File: src/rtl/rxr_pkg.sv
package rxr_pkg;
  localparam int unsigned WORD_W     = 16;
  localparam int unsigned BYTE_W     = 8;
  localparam int unsigned ADDR_W     = 2 * WORD_W;
  localparam int unsigned DESC_BYTES = 8;
  localparam int unsigned OFS_LEN    = 2;
  localparam int unsigned OFS_PHI    = 4;
  localparam int unsigned OFS_PLO    = 6;
  localparam int unsigned ST_OWN     = 15;
  localparam int unsigned ST_LAST    = 13;
  localparam int unsigned ST_OVR     = 1;

  typedef enum logic [2:0] {
    S_RD_ST, S_RD_PH, S_RD_PL, S_RD_LAST,
    S_FILL, S_CL_LEN, S_CL_STAT, S_HUNT
  } eng_state_t;
endpackage

File: src/rtl/rxr_fifo.sv
module rxr_fifo #(
  parameter int unsigned DEPTH = 4,
  parameter int unsigned DW    = 8
) (
  input  logic          clk,
  input  logic          rst,
  input  logic          flush,
  input  logic          push,
  input  logic [DW-1:0] push_data,
  input  logic          pop,
  output logic          empty,
  output logic [DW-1:0] head_data,
  output logic          head_ov
);
  localparam int unsigned PW = (DEPTH > 1) ? $clog2(DEPTH) : 1;
  localparam int unsigned CW = $clog2(DEPTH + 1);

  logic [DW:0]   store [DEPTH];
  logic [PW-1:0] rd_q, wr_q, wr_addr;
  logic [CW-1:0] cnt_q;
  logic          full, do_pop, do_push, ovr;

  function automatic logic [PW-1:0] step_up(input logic [PW-1:0] p);
    return (p == PW'(DEPTH - 1)) ? '0 : p + 1'b1;
  endfunction

  function automatic logic [PW-1:0] step_dn(input logic [PW-1:0] p);
    return (p == '0) ? PW'(DEPTH - 1) : p - 1'b1;
  endfunction

  assign empty   = (cnt_q == '0);
  assign full    = (cnt_q == CW'(DEPTH));
  assign do_pop  = pop && !empty;
  assign do_push = push && (!full || do_pop);
  assign ovr     = push && full && !do_pop;
  assign wr_addr = ovr ? step_dn(wr_q) : wr_q;
  assign {head_ov, head_data} = store[rd_q];

  // single write port: a normal push or an overwrite of the newest entry
  always_ff @(posedge clk) begin
    if (do_push || ovr) store[wr_addr] <= {ovr, push_data};
  end

  always_ff @(posedge clk) begin
    if (rst || flush) begin
      rd_q  <= '0;
      wr_q  <= '0;
      cnt_q <= '0;
    end else begin
      if (do_push) wr_q <= step_up(wr_q);
      if (do_pop)  rd_q <= step_up(rd_q);
      case ({do_push, do_pop})
        2'b10:   cnt_q <= cnt_q + 1'b1;
        2'b01:   cnt_q <= cnt_q - 1'b1;
        default: cnt_q <= cnt_q;
      endcase
    end
  end
endmodule

File: src/rtl/rxr_engine.sv
module rxr_engine
  import rxr_pkg::*;
(
  input  logic              clk,
  input  logic              rst,
  input  logic [ADDR_W-1:0] ring_base,
  input  logic [WORD_W-1:0] max_len,
  input  logic              int_en,
  input  logic              hunt,
  input  logic              restart,
  input  logic              fifo_empty,
  input  logic [BYTE_W-1:0] fifo_data,
  input  logic              fifo_ov,
  output logic              fifo_pop,
  output logic              fifo_flush,
  output logic              mem_en,
  output logic              mem_we,
  output logic [1:0]        mem_be,
  output logic [ADDR_W-1:0] mem_addr,
  output logic [WORD_W-1:0] mem_wdata,
  input  logic [WORD_W-1:0] mem_rdata,
  output logic              rx_irq,
  output logic              busy
);
  eng_state_t        state_q;
  logic [ADDR_W-1:0] desc_q, ptr_q, byte_addr;
  logic [WORD_W-1:0] ptr_hi_q, count_q, stat_word;
  logic              last_q, ovf_q, hunt_pend_q, hunt_after_q;
  logic              busy_q, irq_q, at_limit;

  assign byte_addr = ptr_q + ADDR_W'(count_q);
  assign at_limit  = ({1'b0, count_q} + 17'd1) >= {1'b0, max_len};
  assign rx_irq    = irq_q;
  assign busy      = busy_q;

  always_comb begin
    stat_word          = '0;
    stat_word[ST_LAST] = last_q;
    stat_word[ST_OVR]  = ovf_q;
    mem_en     = 1'b0;
    mem_we     = 1'b0;
    mem_be     = 2'b00;
    mem_addr   = '0;
    mem_wdata  = '0;
    fifo_pop   = 1'b0;
    fifo_flush = 1'b0;
    case (state_q)
      S_RD_ST: begin
        mem_en   = 1'b1;
        mem_addr = desc_q;
        fifo_pop = busy_q;
      end
      S_RD_PH: begin
        fifo_pop = busy_q;
        if (mem_rdata[ST_OWN]) begin
          mem_en   = 1'b1;
          mem_addr = desc_q + ADDR_W'(OFS_PHI);
        end
      end
      S_RD_PL: begin
        mem_en   = 1'b1;
        mem_addr = desc_q + ADDR_W'(OFS_PLO);
      end
      S_FILL: begin
        if (!hunt_pend_q && !fifo_empty) begin
          fifo_pop  = 1'b1;
          mem_en    = 1'b1;
          mem_we    = 1'b1;
          mem_addr  = byte_addr;
          mem_be    = byte_addr[0] ? 2'b01 : 2'b10;
          mem_wdata = {fifo_data, fifo_data};
        end
      end
      S_CL_LEN: begin
        mem_en    = 1'b1;
        mem_we    = 1'b1;
        mem_be    = 2'b11;
        mem_addr  = desc_q + ADDR_W'(OFS_LEN);
        mem_wdata = count_q;
      end
      S_CL_STAT: begin
        mem_en    = 1'b1;
        mem_we    = 1'b1;
        mem_be    = 2'b11;
        mem_addr  = desc_q;
        mem_wdata = stat_word;
      end
      S_HUNT:  fifo_flush = 1'b1;
      default: ;
    endcase
  end

  always_ff @(posedge clk) begin
    if (rst) begin
      state_q      <= S_RD_ST;
      desc_q       <= ring_base;
      ptr_q        <= '0;
      ptr_hi_q     <= '0;
      count_q      <= '0;
      last_q       <= 1'b0;
      ovf_q        <= 1'b0;
      hunt_pend_q  <= 1'b0;
      hunt_after_q <= 1'b0;
      busy_q       <= 1'b0;
      irq_q        <= 1'b0;
    end else begin
      irq_q <= 1'b0;
      if (hunt && state_q != S_HUNT) hunt_pend_q <= 1'b1;
      case (state_q)
        S_RD_ST: state_q <= S_RD_PH;
        S_RD_PH: begin
          last_q <= mem_rdata[ST_LAST];
          if (mem_rdata[ST_OWN]) begin
            busy_q  <= 1'b0;
            state_q <= S_RD_PL;
          end else begin
            busy_q  <= 1'b1;
            state_q <= S_RD_ST;
          end
        end
        S_RD_PL: begin
          ptr_hi_q <= mem_rdata;
          state_q  <= S_RD_LAST;
        end
        S_RD_LAST: begin
          ptr_q   <= {ptr_hi_q, mem_rdata};
          count_q <= '0;
          ovf_q   <= 1'b0;
          state_q <= S_FILL;
        end
        S_FILL: begin
          if (hunt_pend_q) begin
            hunt_pend_q <= 1'b0;
            if (count_q != '0) begin
              hunt_after_q <= 1'b1;
              state_q      <= S_CL_LEN;
            end else begin
              state_q <= S_HUNT;
            end
          end else if (!fifo_empty) begin
            count_q <= count_q + 1'b1;
            if (fifo_ov) ovf_q <= 1'b1;
            if (fifo_ov || at_limit) state_q <= S_CL_LEN;
          end
        end
        S_CL_LEN: state_q <= S_CL_STAT;
        S_CL_STAT: begin
          irq_q  <= int_en;
          desc_q <= last_q ? ring_base : desc_q + ADDR_W'(DESC_BYTES);
          if (hunt_after_q) begin
            hunt_after_q <= 1'b0;
            state_q      <= S_HUNT;
          end else begin
            state_q <= S_RD_ST;
          end
        end
        S_HUNT: if (restart) state_q <= S_RD_ST;
        default: state_q <= S_RD_ST;
      endcase
    end
  end
endmodule

File: src/rtl/rxring_engine.sv
module rxring_engine
  import rxr_pkg::*;
#(
  parameter int unsigned FIFO_DEPTH = 4
) (
  input  logic              clk,
  input  logic              rst,
  input  logic [ADDR_W-1:0] ring_base,
  input  logic [WORD_W-1:0] max_len,
  input  logic              int_en,
  input  logic              hunt,
  input  logic              restart,
  input  logic              rx_valid,
  input  logic [BYTE_W-1:0] rx_data,
  output logic              mem_en,
  output logic              mem_we,
  output logic [1:0]        mem_be,
  output logic [ADDR_W-1:0] mem_addr,
  output logic [WORD_W-1:0] mem_wdata,
  input  logic [WORD_W-1:0] mem_rdata,
  output logic              rx_irq,
  output logic              busy
);
  logic              f_empty, f_ov, f_pop, f_flush;
  logic [BYTE_W-1:0] f_data;

  rxr_fifo #(.DEPTH(FIFO_DEPTH), .DW(BYTE_W)) u_fifo (
    .clk(clk), .rst(rst), .flush(f_flush),
    .push(rx_valid), .push_data(rx_data), .pop(f_pop),
    .empty(f_empty), .head_data(f_data), .head_ov(f_ov)
  );

  rxr_engine u_eng (
    .clk(clk), .rst(rst), .ring_base(ring_base), .max_len(max_len),
    .int_en(int_en), .hunt(hunt), .restart(restart),
    .fifo_empty(f_empty), .fifo_data(f_data), .fifo_ov(f_ov),
    .fifo_pop(f_pop), .fifo_flush(f_flush),
    .mem_en(mem_en), .mem_we(mem_we), .mem_be(mem_be), .mem_addr(mem_addr),
    .mem_wdata(mem_wdata), .mem_rdata(mem_rdata),
    .rx_irq(rx_irq), .busy(busy)
  );
endmodule

File: config.mk
export PLATFORM = sky130hd
export DESIGN_NAME = rxring_engine
export DESIGN_NICKNAME = d
export VERILOG_FILES = /design/src/rtl/rxr_pkg.sv /design/src/rtl/rxr_fifo.sv /design/src/rtl/rxr_engine.sv /design/src/rtl/rxring_engine.sv
export SDC_FILE = /design/constraint.sdc
export NUM_CORES = 1
export LEC_CHECK = 0
export BUFFER_PORTS_ARGS = -buffer_cell sky130_fd_sc_hd__clkbuf_2
export CORE_MARGIN = 4
export CORE_UTILIZATION = 50
export DETAILED_ROUTE_END_ITERATION = 8
export GPL_TIMING_DRIVEN = 0
export PLACE_DENSITY = 0.73
export SYNTH_ARGS = -nofsm -noshare
export SYNTH_HDL_FRONTEND = slang
export SYNTH_SLANG_ARGS = --single-unit
File: constraint.sdc
create_clock -name clk -period 5.11 [get_ports clk]
set_input_delay 0.7665 -clock clk [delete_from_list [all_inputs] [get_ports clk]]
set_output_delay 0.7665 -clock clk [all_outputs]
set_load 0.05 [all_outputs]
==> results of run 1 <==
layer usage:
metal	wire length (um)	part of all wire [%]	track usage (%)	vias to the layer above
li1	-	-	-	4482
met1	13400	43	40.4	4502
met2	13900	45	44.0	491
met3	3070	9.8	5.67	73
met4	806	2.6	9.32	0
met5	0	0	0	-
metrics by stage:
step	cells	instance area, um2	setup slack, ps	hold slack [ps]	utilization [%]
finish	1584	11400	528	452	59.9
global route	1584	11400	393	478	59.9
CTS	1584	11400	676	459	59.9
detailed placement	1552	10700	1140	447	56.7
global placement	1552	10700	1140	445	56.7
floorplan	1161	9760	1250	432	-
power by group through the flow:
stage	Combinational [mW]	Sequential (mW)	Clock, mW
floorplan	0.641	1.40	0
global placement	0.882	1.42	0
detailed placement	0.895	1.42	0
CTS	0.897	1.40	1.31
global route	0.973	1.41	1.38
finish	0.908	1.40	1.31
worst max-delay path, stage by stage (launching register included):
cell	delay (ps)
sky130_fd_sc_hd__dfxtp_1	480
sky130_fd_sc_hd__and3b_1	250
sky130_fd_sc_hd__inv_1	150
sky130_fd_sc_hd__fa_1	450
sky130_fd_sc_hd__inv_1	190
sky130_fd_sc_hd__a21oi_1	470
sky130_fd_sc_hd__o21ai_1	450
sky130_fd_sc_hd__a21o_1	270
sky130_fd_sc_hd__a21oi_1	210
sky130_fd_sc_hd__o21ai_0	170
sky130_fd_sc_hd__clkbuf_2	280
layout make-up:
cell class	instances	area, um2
clock buffers	17	425
multi-input cells	902	5640
well taps	260	325
plain buffers	68	283
inverters	41	154
fillers	1751	7600
clock inverters	15	186
flip-flops and latches	150	3680
repair buffers	131	656
flip-flops by register name, indices dropped and copies added (netlist names), named ones only:
| name | count |
|---|---|
| u_eng.ovf_q | 1 |
| u_eng.last_q | 1 |
| u_eng.hunt_pend_q | 1 |
| u_fifo.cnt_q | 3 |
| u_fifo.rd_q | 2 |
| u_fifo.wr_q | 2 |
| u_eng.ptr_q | 32 |
| u_fifo.store | 36 |
| u_eng.state_q | 3 |
| u_eng.hunt_after_q | 1 |
| u_eng.ptr_hi_q | 16 |
| u_eng.busy | 1 |
| u_eng.desc_q | 32 |
| u_eng.rx_irq | 1 |
| u_eng.count_q | 16 |
cells by family after synthesis:
group / synth area share [%]
AND/OR/NAND/NOR: 23.2
AO/OA/AOI/OAI: 20.1
flip-flops: 37.7
buffers and inverters: 4.47
XOR/XNOR: 6.10
adder cells (fa/ha/maj): 5.74
multiplexers: 2.71
worst max path at each step:
stage | from | endpoint | slack, ps
after floorplan | u_eng.state_q[2] | mem_addr[6] | 1250
after global placement | u_eng.state_q[1] | mem_addr[13] | 1140
after detailed placement | u_eng.state_q[1] | mem_addr[13] | 1140
after CTS | u_eng.state_q[1] | mem_addr[13] | 680
after global routing | u_eng.state_q[1] | mem_addr[13] | 390
final | u_eng.state_q[1] | mem_addr[13] | 530
cells in the final DEF, fill, tap and decap left out, types with 21 or more instances in the layout:
cell,instances
sky130_fd_sc_hd__nand2_1,193
sky130_fd_sc_hd__clkbuf_2,131
sky130_fd_sc_hd__a21oi_1,113
sky130_fd_sc_hd__dfxtp_1,82
sky130_fd_sc_hd__nor2_1,80
sky130_fd_sc_hd__o21ai_0,75
sky130_fd_sc_hd__edfxtp_1,68
sky130_fd_sc_hd__clkbuf_1,49
sky130_fd_sc_hd__nand3_1,42
sky130_fd_sc_hd__inv_1,40
sky130_fd_sc_hd__xnor2_1,40
sky130_fd_sc_hd__ha_1,40
sky130_fd_sc_hd__xor2_1,28
sky130_fd_sc_hd__a21o_1,28
sky130_fd_sc_hd__nor3_1,21
==> insert_results.sql, run 1 <==
INSERT INTO impl_metrics (metric_group, metric, value, unit) VALUES
('clocking', 'numClockSinks', '150', ''),
('setup_path', 'crit_arrival', '3820', 'ps'),
('yosys', 'synth_fp_nets', '1282', ''),
('pwr', 'clock_power_share', '36.2', '%'),
('yosys', 'synth_seq_area_share', '37.7', '%'),
('setup_path', 'worstRegToRegCells', '13', ''),
('clocking', 'clk_path_buf_depth', '2', ''),
('placed_design', 'place_congestion', '0.993', ''),
('yosys', 'synth_area', '9760', 'um2'),
('setup_path', 'worst_setup_path_start_kind', 'flip-flop', ''),
('drt', 'via_per_inst', '6.03', ''),
('floorplan', 'die_h', '148', 'um'),
('global_route', 'grt_pass1_vias', '8866', ''),
('yosys', 'synth_edf_count', '68', ''),
('pwr', 'sequentialPowerShare', '38.7', '%'),
('placed_design', 'hpwlAfterDp', '23900', 'um'),
('yosys', 'ys_top_cells_by_area', 'sky130_fd_sc_hd__edfxtp_1 (21%), sky130_fd_sc_hd__dfxtp_1 (17%), sky130_fd_sc_hd__nand2_1 (7.4%)', ''),
('clocking', 'cts_inserted_buffers', '17', ''),
('sta', 'setup-tns-final', '0', 'ps'),
('sta', 'drv_slew', '0', ''),
('sta', 'finalHoldViolations', '0', ''),
('pwr', 'p_per_area', '318', 'nW/um2'),
('setup_path', 'path_max_fanout', '7', ''),
('yosys', 'synth.ff_latch_count', '150', ''),
('outcome', 'outcome', 'completed', ''),
('sta', 'worst_pin_slew', '1110', 'ps'),
('drt', 'vias_after_detailed_routing', '9548', ''),
('clocking', 'post_cts.repair.setup_buffers', '0', ''),
('setup_path', 'worst_setup_path_end_kind', 'primary output', ''),
('sta', 'final_period_minus_worst_setup_slack', '4580', 'ps'),
('drt', 'firstDrtPassIters', '5', ''),
('pwr', 'p_leak', '4.53', 'nW'),
('flow_run', 'timing.max_cap.violations', '0', ''),
('min_path', 'hp-start', 'u_eng.ptr_hi_q[1]', ''),
('sta', 'finalSetupViolCount', '0', ''),
('sta', 'grt_setup_unrepaired', 'no', ''),
('clocking', 'ctsHoldBuffers', '0', ''),
('yosys', 'ys_top_cells_by_count', 'sky130_fd_sc_hd__nand2_1 (193), sky130_fd_sc_hd__a21oi_1 (113), sky130_fd_sc_hd__dfxtp_1 (82)', ''),
('pwr', 'final_power', '3.61', 'mW'),
('floorplan', 'ios', '132', ''),
('clocking', 'clkTransAtPathRegs', '80', 'ps'),
('yosys', 'synthCells', '1161', ''),
('global_route', 'wire_length_of_the_first_global_routing_pass', '49200', 'um'),
('floorplan', 'die-width', '148', 'um'),
('yosys', 'yosysUniqueCellTypes', '79', ''),
('sta', 'rel_slew_slack', '25.3', '%'),
('setup_path', 'worstReg2RegStart', 'u_eng.count_q[0]', ''),
('global_route', 'grt_max_degree', '31', ''),
('clocking', 'cts-resized-gates', '0', ''),
('clocking', 'clkLatencyLatePin', '440', 'ps'),
('global_route', 'groute.usage.overall', '28.5', '%'),
('yosys', 'synth_top_area_share', '20.9', '%'),
('pwr', 'comb_power_share', '25.1', '%'),
('yosys', 'synth.avg_cell_area', '8.40', 'um2'),
('pwr', 'vdd.ir_drop.worst', '298', 'uV'),
('cells_and_area', 'antenna_cells', '0', ''),
('cells_and_area', 'synth_to_layout_area_growth', '16.3', '%'),
('floorplan', 'std_cell_rows', '50', ''),
('setup_path', 'r2r-end', 'u_eng.state_q[0]', ''),
('clocking', 'htree_levels', '4', ''),
('cells_and_area', 'layout.nets', '1432', ''),
('drt', 'routed_wl', '31200', 'um'),
('clocking', 'cts_tree', 'done', ''),
('floorplan', 'start_util', '51.5', '%'),
('floorplan', 'die_area', '21800', 'um2'),
('yosys', 'synth_async_reset_ratio', '0', '%'),
('global_route', 'antenna_found_initial', '0', ''),
('clocking', 'clockRootBuffer', 'sky130_fd_sc_hd__clkbuf_16', ''),
('pwr', 'switching_power_as_a_share_of_total_power', '37.3', '%'),
('sta', 'skew', '17.1', 'ps'),
('drt', 'drc', '0', '');
Note: power is estimated with default switching activity, not from simulation.
==> inputs of run 2 (changes only) <==
--- a/config.mk
+++ b/config.mk
@@ -7,10 +7,10 @@
 export LEC_CHECK = 0
 export BUFFER_PORTS_ARGS = -buffer_cell sky130_fd_sc_hd__clkbuf_2
 export CORE_MARGIN = 4
-export CORE_UTILIZATION = 50
+export CORE_UTILIZATION = 34
 export DETAILED_ROUTE_END_ITERATION = 8
 export GPL_TIMING_DRIVEN = 0
-export PLACE_DENSITY = 0.73
+export PLACE_DENSITY = 0.54
 export SYNTH_ARGS = -nofsm -noshare
 export SYNTH_HDL_FRONTEND = slang
 export SYNTH_SLANG_ARGS = --single-unit
==> run 2 against run 1 <==
  * Hold slack better by 2.4 ps
  * Die area increased by 44%
  * Via count down 2.0%
  * Critical path depth is 1 lower
  * Clock skew down 3.9 ps
  * Register-to-register slack gained 40 ps
  * Routed wire length grew 6.1%
  * Critical path type unchanged
  * Critical endpoint is now mem_addr[31]
  * Largest cell class unchanged
  * Largest power group unchanged
==> insert_results.sql, run 2 (synthesis results as in run 1) <==
INSERT INTO impl_metrics (metric_group, metric, value, unit) VALUES
('global_route', 'grt_max_degree', '31', ''),
('clocking', 'clkTransAtPathRegs', '80', 'ps'),
('cells_and_area', 'final_cell_mix', 'sky130_fd_sc_hd__nand2_1 (193), sky130_fd_sc_hd__clkbuf_2 (131), sky130_fd_sc_hd__a21oi_1 (113), sky130_fd_sc_hd__dfxtp_1 (82), sky130_fd_sc_hd__nor2_1 (80)', ''),
('cells_and_area', 'sequential_cell_area', '3680', 'um2'),
('sta', 'drv_slew', '0', ''),
('cells_and_area', 'num-fill-cells', '2877', ''),
('pwr', 'comb_power_share', '25.4', '%'),
('cells_and_area', 'reg.largest.list', 'u_fifo.store x36, u_eng.desc_q x32, u_eng.ptr_q x32', ''),
('cells_and_area', 'layout.cells.most_common', 'sky130_fd_sc_hd__nand2_1', ''),
('setup_path', 'worst_setup_path_start_kind', 'flip-flop', ''),
('pwr', 'p_per_area', '315', 'nW/um2'),
('cells_and_area', 'layout.nets', '1432', ''),
('placed_design', 'place_area', '10900', 'um2'),
('floorplan', 'ios', '132', ''),
('pwr', 'p_int', '2.26', 'mW'),
('cells_and_area', 'top_register', 'u_fifo.store', ''),
('drt', 'route.antenna.remaining_nets', '0', ''),
('cells_and_area', 'fraction_of_final_layout_cells_with_drive_strength_greater_than_1', '17.0', '%'),
('floorplan', 'floorplan.core_area', '28000', 'um2'),
('setup_path', 'path_max_fanout', '7', ''),
('drt', 'initialDrtViolationCount', '818', ''),
('global_route', 'groute.usage.overall', '20.6', '%'),
('pwr', 'sequentialPowerShare', '38.5', '%'),
('global_route', 'grt_pass1_vias', '8622', ''),
('clocking', 'clk_path_buf_depth', '2', ''),
('setup_path', 'worst_ep_required_time', '4340', 'ps'),
('sta', 'final_period_minus_worst_setup_slack', '4560', 'ps'),
('floorplan', 'std_cell_rows', '61', ''),
('placed_design', 'hpwlAfterDp', '25500', 'um'),
('pwr', 'p_leak', '4.53', 'nW'),
('clocking', 'clkLatencyLatePin', '440', 'ps'),
('cells_and_area', 'multi_input_area', '5640', 'um2'),
('pwr', 'vdd.ir_drop.worst', '250', 'uV'),
('pwr', 'clock_power_share', '36.1', '%'),
('clocking', 'numClockSinks', '150', ''),
('drt', 'met2_length', '14800', 'um'),
('drt', 'avgRoutedWirePerCell', '19.5', 'um'),
('cells_and_area', 'layout_cell_area_excl_fill', '11500', 'um2'),
('min_path', 'worstHoldPathType', 'flip-flop to flip-flop', ''),
('global_route', 'grt.overflow.total', '0', ''),
('sta', 'skew', '13.2', 'ps'),
('drt', 'firstDrtPassIters', '6', ''),
('floorplan', 'start_util', '34.8', '%'),
('sta', 'rel_slew_slack', '23.2', '%'),
('floorplan', 'die_area', '31500', 'um2'),
('sta', 'max_freq', '0.219', 'GHz'),
('placed_design', 'place_congestion', '0.921', ''),
('clocking', 'clockRootBuffer', 'sky130_fd_sc_hd__clkbuf_16', ''),
('drt', 'via_per_inst', '5.50', ''),
('global_route', 'antenna_found_initial', '0', ''),
('setup_path', 'crit_arrival', '3790', 'ps'),
('placed_design', 'port_buffers', '131', ''),
('global_route', 'wire_length_of_the_first_global_routing_pass', '50100', 'um'),
('flow_run', 'timing.max_cap.violations', '0', ''),
('setup_path', 'worst_setup_path_end_kind', 'primary output', ''),
('drt', 'wl_met1', '15600', 'um'),
('drt', 'drc', '0', ''),
('drt', 'vias_after_detailed_routing', '9358', ''),
('cells_and_area', 'synth_to_layout_area_growth', '17.8', '%'),
('sta', 'finalHoldViolations', '0', ''),
('floorplan', 'die_h', '177', 'um'),
('clocking', 'cts_tree', 'done', ''),
('cells_and_area', 'largest_register_ffs', '36', ''),
('sta', 'setup-tns-final', '0', 'ps'),
('sta', 'grt_setup_unrepaired', 'no', ''),
('clocking', 'ctsHoldBuffers', '0', ''),
('clocking', 'cts_inserted_buffers', '17', ''),
('clocking', 'htree_levels', '4', ''),
('setup_path', 'worstRegToRegCells', '13', ''),
('min_path', 'timing.hold.worst_path_depth', '2', ''),
('setup_path', 'worstSetupPathType', 'flip-flop to primary output', ''),
('clocking', 'cts-resized-gates', '0', ''),
('sta', 'worst_pin_slew', '1140', 'ps'),
('clocking', 'post_cts.repair.setup_buffers', '0', ''),
('cells_and_area', 'antenna_cells', '0', ''),
('pwr', 'switching_power_as_a_share_of_total_power', '37.5', '%'),
('drt', 'wl_met3', '2180', 'um'),
('pwr', 'power.switching', '1.36', 'mW'),
('floorplan', 'die-width', '177', 'um'),
('sta', 'post-route-period-util', '89.2', '%'),
('drt', 'top_layer_used', 'met4', ''),
('drt', 'routed_wl', '33100', 'um'),
('sta', 'finalSetupViolCount', '0', ''),
('outcome', 'outcome', 'completed', '');
## run 2: layout make-up
type | instances | share of cell area [%]
inverter | 41 | 1.34
clock buffer | 17 | 3.70
buffer | 68 | 2.46
multi-input combinational | 902 | 49.0
clock inverter | 15 | 1.62
sequential | 150 | 32.0
tap | 378 | 4.11
timing repair buffer | 131 | 5.70
## run 2: metrics by stage
step / power, mW / setup WS, ps / instances / hold slack [ps] / util, %
floorplan: 2.04 / 1250 / 1161 / 432 / -
global placement: 2.32 / 1170 / 1670 / 444 / 38.9
detailed placement: 2.33 / 1160 / 1670 / 448 / 38.9
CTS: 3.63 / 670 / 1702 / 458 / 41.1
global route: 3.77 / 418 / 1702 / 474 / 41.1
finish: 3.62 / 553 / 1702 / 455 / 41.1
## run 2: path summary, 6_finish.rpt
check | to | slack, ps | from
hold / removal | u_eng.ptr_hi_q[15] | 450 | u_eng.ptr_hi_q[15]
setup reg to reg | u_eng.state_q[1] | 1620 | u_eng.count_q[1]
setup / recovery | mem_addr[31] | 550 | u_eng.state_q[1]
hold reg to reg | u_eng.ptr_hi_q[15] | 450 | u_eng.ptr_hi_q[15]
## run 2: power groups by stage
stage	clock network, mW	logic [mW]	registers, mW
2_1_floorplan	0	0.641	1.40
3_3_place_gp	0	0.903	1.42
3_5_place_dp	0	0.911	1.42
4_1_cts	1.33	0.913	1.39
5_1_grt	1.38	0.987	1.40
6_report	1.31	0.919	1.40
## run 2: metal layers
layer,up-vias,track usage (%)
met5,-,0
li1,4489,-
met4,0,4.80
met1,4481,29.3
met3,42,4.24
met2,346,32.4
## run 2: critical path, stage by stage (launching register included)
cell	delay (ps)
sky130_fd_sc_hd__dfxtp_1	450
sky130_fd_sc_hd__and3b_1	220
sky130_fd_sc_hd__inv_1	190
sky130_fd_sc_hd__fa_1	490
sky130_fd_sc_hd__inv_1	210
sky130_fd_sc_hd__a21oi_1	430
sky130_fd_sc_hd__o21ai_1	410
sky130_fd_sc_hd__a21oi_1	470
sky130_fd_sc_hd__nand3_1	190
sky130_fd_sc_hd__clkbuf_2	280
